## src/rtl/lzn_pkg.sv

```systemverilog
`timescale 1ns/1ps
package lzn_pkg;
  // number of shift layers for a power-of-two data width
  function automatic int layer_count(input int width);
    return $clog2(width);
  endfunction

  // shift offered by layer g (layer 0 sits at the input)
  function automatic int layer_shift(input int width, input int g);
    return width >> (g + 1);
  endfunction
endpackage

```

## src/rtl/lzn_shift_layer.sv

```systemverilog
`timescale 1ns/1ps
module lzn_shift_layer #(
  parameter int DATA_W = 32,
  parameter int SHIFT  = 16
) (
  input  logic [DATA_W-1:0] din,
  output logic [DATA_W-1:0] dout,
  output logic              take
);
  // shift when the top SHIFT bits hold nothing
  always_comb begin
    take = ~|din[DATA_W-1 -: SHIFT];
    dout = take ? (din << SHIFT) : din;
  end
endmodule

```

## src/rtl/lzn_core.sv

```systemverilog
`timescale 1ns/1ps
module lzn_core
  import lzn_pkg::*;
#(
  parameter int DATA_W = 32,
  localparam int LAYERS = layer_count(DATA_W),
  localparam int CNT_W  = LAYERS + 1
) (
  input  logic [DATA_W-1:0] word,
  output logic [DATA_W-1:0] norm,
  output logic [CNT_W-1:0]  count,
  output logic              is_zero
);
  logic [DATA_W-1:0] stage [0:LAYERS];
  logic [LAYERS-1:0] sel;

  assign stage[0] = word;

  for (genvar g = 0; g < LAYERS; g++) begin : g_layer
    lzn_shift_layer #(
      .DATA_W(DATA_W),
      .SHIFT (layer_shift(DATA_W, g))
    ) u_layer (
      .din (stage[g]),
      .dout(stage[g+1]),
      .take(sel[LAYERS-1-g])
    );
  end

  // after all layers a nonzero word has its top bit set
  always_comb begin
    is_zero = ~stage[LAYERS][DATA_W-1];
    norm    = stage[LAYERS];
    count   = is_zero ? CNT_W'(DATA_W) : {1'b0, sel};
  end
endmodule

```

## src/rtl/lzn_top.sv

```systemverilog
`timescale 1ns/1ps
module lzn_top #(
  parameter int DATA_W = 32
) (
  input  logic                      clk,
  input  logic                      rst,
  input  logic                      in_valid,
  input  logic [DATA_W-1:0]         in_data,
  output logic                      out_valid,
  output logic [DATA_W-1:0]         out_norm,
  output logic [$clog2(DATA_W):0]   out_count,
  output logic                      out_zero
);
  localparam int CNT_W = $clog2(DATA_W) + 1;

  logic [DATA_W-1:0] c_norm;
  logic [CNT_W-1:0]  c_count;
  logic              c_zero;

  lzn_core #(.DATA_W(DATA_W)) u_core (
    .word   (in_data),
    .norm   (c_norm),
    .count  (c_count),
    .is_zero(c_zero)
  );

  always_ff @(posedge clk) begin
    if (rst) begin
      out_valid <= 1'b0;
      out_norm  <= '0;
      out_count <= '0;
      out_zero  <= 1'b0;
    end else begin
      out_valid <= in_valid;
      if (in_valid) begin
        out_norm  <= c_norm;
        out_count <= c_count;
        out_zero  <= c_zero;
      end
    end
  end
endmodule

```

## config.mk

```make
export PLATFORM = sky130hd
export DESIGN_NAME = lzn_top
export DESIGN_NICKNAME = d
export VERILOG_FILES = /design/src/rtl/lzn_pkg.sv /design/src/rtl/lzn_shift_layer.sv /design/src/rtl/lzn_core.sv /design/src/rtl/lzn_top.sv
export SDC_FILE = /design/constraint.sdc
export NUM_CORES = 1
export LEC_CHECK = 0
export CORE_MARGIN = 8
export CORE_UTILIZATION = 50
export CTS_CLUSTER_SIZE = 12
export DETAILED_ROUTE_END_ITERATION = 8
export DONT_BUFFER_PORTS = 1
export HOLD_SLACK_MARGIN = 0.03
export PLACE_DENSITY = 0.72
export SLEW_MARGIN = 20
export SYNTH_ARGS = -nofsm -noshare
export SYNTH_HDL_FRONTEND = slang
export SYNTH_SLANG_ARGS = --single-unit
```

## constraint.sdc

```tcl
create_clock -name clk -period 2.9 [get_ports clk]
set_input_delay 0.145 -clock clk [delete_from_list [all_inputs] [get_ports clk]]
set_output_delay 0.145 -clock clk [all_outputs]
set_load 0.01 [all_outputs]
```

==> summary.md, run 1 <==
| Metric | Value |
|---|---|
| Max-cap viol count | `0` |
| Largest family of logic cells by synthesized area | `compound AO/OA/AOI/OAI gates` |
| Seq/Total Area, Yosys | `24.3%` |
| Fin Hold WS | `30.3 ps` |
| Yosys reg bits | `39` |
| Largest net degree at the start of global routing | `23` |
| Clock root buffer | `clkbuf_8` |
| Worst-path clk slew | `80 ps` |
| Mean post-synth cell area | `7.86 sq um` |
| Worst vdd ir | `339 uV` |
| Placement Setup Slack | `-165 ps` |
| Critical path peak fanout | `8` |
| Post-synthesis simple-gate area fraction | `23.1%` |
| Worst hold start | `in_valid` |
| Startpoint types | `primary input` |
| Power Density | `358 nW/um^2` |
| Compound-Gate Fraction of Synth Area | `35.4%` |
| Die width | `96.1 microns` |
| Gr usage total | `25.3%` |
| Hold Crit Class | `in -> reg` |
| Post-synth EDFFs | `0` |
| Layout area overhead | `14.8%` |
| Fmax achieved | `0.379 GHz` |
| Residual DRC | `0` |
| Final Setup Violations | `0` |
| Final instance area | `3680 sq um` |
| Clock H-tree levels | `2` |
| Crit Path Category | `in -> reg` |
| Adder-cell share of the synthesized area | `0%` |
| Largest cells by area after synthesis | `dfxtp_1 24%, mux2i_1 7.5%, nand2_1 7.0%` |
| Fin crit period | `2640 ps` |
| Starting Density | `51.1%` |
| YS warnings | `0` |
| Final WS setup | `262 ps` |
| Post-Place Cell Area | `3540 sq um` |
| Die area | `9230 sq um` |
| GP Congestion | `1.04` |
| First-pass GRT wire length | `18.4 mm` |
| Share of cells above drive strength 1 | `19.7%` |
| DR vias/cell | `7.05` |
| Arr. time, crit path | `2830 ps` |
| Multiplexer share of the synthesized area | `12.1%` |
| Clock Skews | `0 ps` |
| Post-layout util | `58.7%` |
| Final Hold Fails | `0` |
| Initial detailed-routing violation count | `342` |
| Post-synth cell types | `63` |
| Most used DFF post-synth | `dfxtp_1` |
| XOR/XNOR share of the synthesized area | `0%` |
| Crit. Startpoint | `in_data[19]` |
| Antenna fix cells | `0` |
| Placeable Area | `6280 sq um` |
| Post-DP HPWL | `9.02 mm` |
| Total Wirelength | `11.6 mm` |
| CP endpoint kind | `flop` |
| Worst-Skew Late Latency | `290 ps` |
| Least-Margin Pin Slew | `773 ps` |
| Initial DRT Pass Iterations | `5` |
| Tot Pwr | `1.32 mW` |
| Gr ovfl total | `0` |
| CTS tree | `built` |
| Cell accounting for the most synthesized area | `dfxtp_1` |
| Number of nets in the layout | `470` |
| Clock sinks | `39` |
| Final max-slew violation count | `0` |
| Port Buffers | `0` |
| Slew margin rel. | `48.4%` |
| Vias in the first global route | `3448` |
| RSZ-0062 raised after global routing | `no` |
| Mapped cell area | `3210 sq um` |
| Reg2reg start | `out_norm[22]` |
| Mapped Nets | `443` |
| Ys async rst share | `0%` |
| Period utilization | `91.0%` |
| Routed Antenna Nets | `0` |
| DR vias | `3619` |
| DR WL/cell | `22.6 microns` |
| Die Y | `96.1 microns` |
| Share of the synthesized area in the top cell type | `24.3%` |
| Num rows | `29` |
| Inserted Clock Buffers | `5` |
| Status | `finished clean` |
| Top-Level Pins | `75` |
| Post-Syn Instances | `408` |
| Clk buf depth | `2` |
| Initial antenna violation count | `0` |
| P_leak | `1.33 nW` |
| Required @ worst endpoint | `3090 ps` |
routing by layer:
layer | vias to the layer above | global-route usage (%) | wire [microns]
li1 | 1659 | - | -
met5 | - | 0 | 0
met2 | 238 | 39.6 | 5170
met4 | 0 | 6.66 | 246
met3 | 35 | 8.27 | 1310
met1 | 1687 | 32.6 | 4850
worst max-delay path, stage by stage:
cell	delay, ps
or4_1	630
a211o_1	340
nand2_2	160
o21ai_0	120
buf_4	150
a21o_1	230
buf_4	180
o41ai_2	490
nor2_1	170
a22o_1	210
flip-flops by register name, summed over array words and instances, names as in the netlist:
signal     flops
out_norm      32
out_valid      1
out_count      6
power breakdown:
group / internal [mW] / total [mW] / switching [mW]
sequential: 0.575 / 0.621 / 0.0452
clock: 0.168 / 0.362 / 0.194
combinational: 0.145 / 0.334 / 0.189
cell usage after synthesis (2+ instances only):
cell type,n
a211o_1,2
a211oi_2,2
a21o_1,3
a21oi_1,20
a221o_1,4
a222oi_1,4
a22o_1,4
a22oi_1,7
a31oi_1,14
a32o_1,2
a32oi_1,8
a41o_1,4
a41oi_1,2
and2_1,4
buf_2,8
buf_4,3
clkbuf_1,16
dfxtp_1,39
inv_1,6
mux2_2,7
mux2i_1,24
mux4_2,3
nand2_1,60
nand2b_1,3
nand3_1,25
nand4_1,4
nor2_1,27
nor3_1,6
nor4_1,4
nor4_2,3
nor4b_1,5
o2111ai_1,2
o211ai_1,20
o21a_1,6
o21ai_0,20
o21ai_2,2
o221ai_1,4
o2bb2ai_1,2
or2_2,2
or4_1,4
final timing paths:
check	end	slack, ps	depth (start not counted)
max	out_count[3]	260	10
min	out_norm[2]	30	2
max reg2reg	out_norm[22]	2120	1
min reg2reg	out_norm[19]	480	2
cell families after synthesis:
logic type             count (synthesis)
and+or+nand+nor                      151
AOI/OAI and AO/OA                    148
DFF                                   39
buffers and inverters                 36
muxes                                 34
stage by stage:
stage / TNS, ps / std cells
detailed placement: -3480 / 502
floorplan: 0 / 408
CTS: 0 / 513
finish: 0 / 513
global placement: -4370 / 502
global route: 0 / 513
repair_timing:
action | 4_1_cts | 5_1_grt
gates resized for setup | 0 | 3
setup endpoints to repair | 0 | 25
endpoints found under the hold margin | 19 | 0
setup buffers | 0 | 0
hold buffers | 3 | 0
layout by cell type, fill, tap and decap left out, drive strengths merged, types with 6 or more instances in the layout:
| cell type | instances |
|---|---|
| o211ai | 20 |
| buf | 47 |
| a32oi | 8 |
| o21a | 7 |
| nand3 | 25 |
| a21oi | 21 |
| a22oi | 7 |
| nand2 | 61 |
| o21ai | 23 |
| mux2i | 24 |
| nor2 | 28 |
| a31oi | 14 |
| mux2 | 7 |
| nor4 | 8 |
| nor3 | 6 |
| inv | 6 |
| clkbuf | 6 |
| dfxtp | 39 |
final cells by class:
type	instances	area (sq um)
fillers	594	2590
repair buffers	50	408
clock buffers	6	72.6
multi-input cells	333	2290
well taps	77	96.3
clock inverters	2	12.5
flip-flops and latches	39	781
inverters	6	22.5
No activity file was read; power rests on OpenSTA's default activity.
==> inputs of run 2 (changes only) <==
--- a/config.mk
+++ b/config.mk
@@ -6,4 +6,5 @@
 export NUM_CORES = 1
 export LEC_CHECK = 0
+export CAP_MARGIN = 10
 export CORE_MARGIN = 8
 export CORE_UTILIZATION = 50
==> constraint.sdc (replaced) <==
create_clock -name clk -period 2.9 [get_ports clk]
set_input_delay 0.435 -clock clk [delete_from_list [all_inputs] [get_ports clk]]
set_output_delay 0.435 -clock clk [all_outputs]
set_load 0.01 [all_outputs]
==> run 2 against run 1 <==
  * Power increased by 10%
  * Hold slack improved by 170 ps
  * Critical endpoint is now out_norm[29]
  * Cell count increased by 4.7%
  * Utilization increased by 4.7 points
  * Register-to-register slack about the same
  * Sequential share of layout area decreased by 1.6 points
==> summary.md, run 2 (synthesized netlist as in run 1, its figures left out) <==
| Metric | Value |
|---|---|
| Die area | `9230 sq um` |
| Startpoint types | `primary input` |
| Final Setup Violations | `0` |
| Biggest regs | `out_norm: 32 flops, out_count: 6 flops, out_valid: 1 flops` |
| Die Y | `96.1 microns` |
| Initial detailed-routing violation count | `371` |
| Worst path most repeated cell | `buf_4` |
| Largest net degree at the start of global routing | `25` |
| Sw Share | `31.0%` |
| Status | `finished clean` |
| Initial DRT Pass Iterations | `7` |
| DR vias/cell | `6.83` |
| P_leak | `1.50 nW` |
| Commonest non-fill, non-tap cell in the layout | `buf_4` |
| Post-DP HPWL | `9.56 mm` |
| Worst-Skew Late Latency | `290 ps` |
| Sequential Power Share | `42.9%` |
| Fmax achieved | `0.357 GHz` |
| DR vias | `3670` |
| Share of cells above drive strength 1 | `26.5%` |
| DR WL/cell | `22.9 microns` |
| Setup_tns | `0 ps` |
| Gr usage total | `26.7%` |
| CP Buf/Inv Count | `4` |
| First-pass GRT wire length | `19.1 mm` |
| Clock H-tree levels | `2` |
| Most frequent cells in the layout | `69 x buf_4, 59 x nand2_1, 39 x dfxtp_1, 25 x nand3_1, 25 x nor2_1` |
| Worst-path clk slew | `90 ps` |
| Clk buf depth | `2` |
| Worst vdd ir | `311 uV` |
| Worst stage delay on the critical path | `550 ps` |
| CP endpoint kind | `flop` |
| Arr. time, crit path | `3030 ps` |
| Initial antenna violation count | `0` |
| Vias in the first global route | `3498` |
| Slew margin rel. | `48.5%` |
| Clock network power share | `32.1%` |
| CTS tree | `built` |
| Max-cap viol count | `0` |
| Reg with most FFs | `out_norm` |
| Post-Layout Cell Count | `537` |
| Die width | `96.1 microns` |
| Clock sinks | `39` |
| Number of nets in the layout | `494` |
| Layout area overhead | `24.0%` |
| CP cell instances | `or4_4 > buf_4 > nor4_4 > buf_6 > buf_4 > buf_4 > a21oi_1 > o21a_1 > o221a_2 > mux2i_1 > nand2_1 > a31oi_1` |
| Final Hold Fails | `0` |
| Worst path slowest cell | `or4_4` |
| Top-Level Pins | `75` |
| GP Congestion | `1.04` |
| Num rows | `29` |
| Pint | `0.999 mW` |
| Crit Path Category | `in -> reg` |
| Gr ovfl total | `0` |
| Final max-slew violation count | `0` |
| CTS Hold Bufs | `0` |
| Required @ worst endpoint | `3120 ps` |
| R2R setup slack | `2120 ps` |
| Residual DRC | `0` |
| Port Buffers | `0` |
| Least-Margin Pin Slew | `772 ps` |
| Delay-heaviest family, CP | `simple AND/OR/NAND/NOR gates` |
| Placeable Area | `6280 sq um` |
| Starting Density | `51.1%` |
| Combinational Power Share | `25.0%` |
| Total Wirelength | `12.3 mm` |
| Antenna fix cells | `0` |
| Hold Crit Class | `in -> reg` |
| Routed Antenna Nets | `0` |
| Fin crit period | `2800 ps` |
| Period utilization | `96.7%` |
| Inserted Clock Buffers | `5` |
| Power Density | `364 nW/um^2` |
| Clock Skews | `0 ps` |
| Cells after DPL | `523` |
| Psw | `0.450 mW` |
| Max reg flops | `32` |
| Clock root buffer | `clkbuf_8` |
| Critical path peak fanout | `7` |
==> run 2: cell type report <==
type                       count  area [sq um]
multi-input combinational    334          2370
fill                         558          2300
sequential                    39           781
timing repair buffer          73           589
tap                           77          96.3
clock buffer                   5          68.8
clock inverter                 3          43.8
inverter                       6          22.5
==> run 2: repair_timing <==
item	4_1_cts	5_1_grt
setup endpoints to repair	22	35
pin swaps	0	7
setup buffers	0	5
gates resized for setup	2	11
cloned	0	1
==> run 2: path summary, 6_finish.rpt <==
| path | startpoint | endpoint | depth (start not counted) |
|---|---|---|---|
| worst min register to register | out_norm[19] | out_norm[19] | 2 |
| worst max register to register | out_norm[22] | out_norm[22] | 1 |
| worst max-delay path | in_data[23] | out_norm[29] | 12 |
| worst min-delay path | rst | out_norm[5] | 1 |
==> run 2: metal layers <==
metal / GRT usage, % / share of wire, %
met1: 35.2 / 43
met2: 42.3 / 46
met3: 6.47 / 9.9
met4: 7.17 / 1.7
met5: 0 / 0
==> run 2: per-stage QoR <==
stage / setup slack [ps] / power [mW] / area [sq um] / hold slack (ps) / util [%]
6_report: 95.2 / 1.45 / 3980 / 200 / 63.3
4_1_cts: 2.55 / 1.44 / 3870 / 193 / 61.7
3_3_place_gp: -398 / 0.970 / 3740 / 483 / 59.7
5_1_grt: -8.33 / 1.51 / 3980 / 183 / 63.3
2_1_floorplan: -71.8 / 0.865 / 3250 / 467 / -
3_5_place_dp: -412 / 0.975 / 3740 / 500 / 59.7
==> run 2: power groups by stage <==
stage,Clock [mW],Combinational [mW],Sequential [mW]
floorplan,0,0.240,0.625
global placement,0,0.334,0.636
detailed placement,0,0.338,0.636
CTS,0.472,0.342,0.624
global route,0.492,0.392,0.628
finish,0.466,0.362,0.621
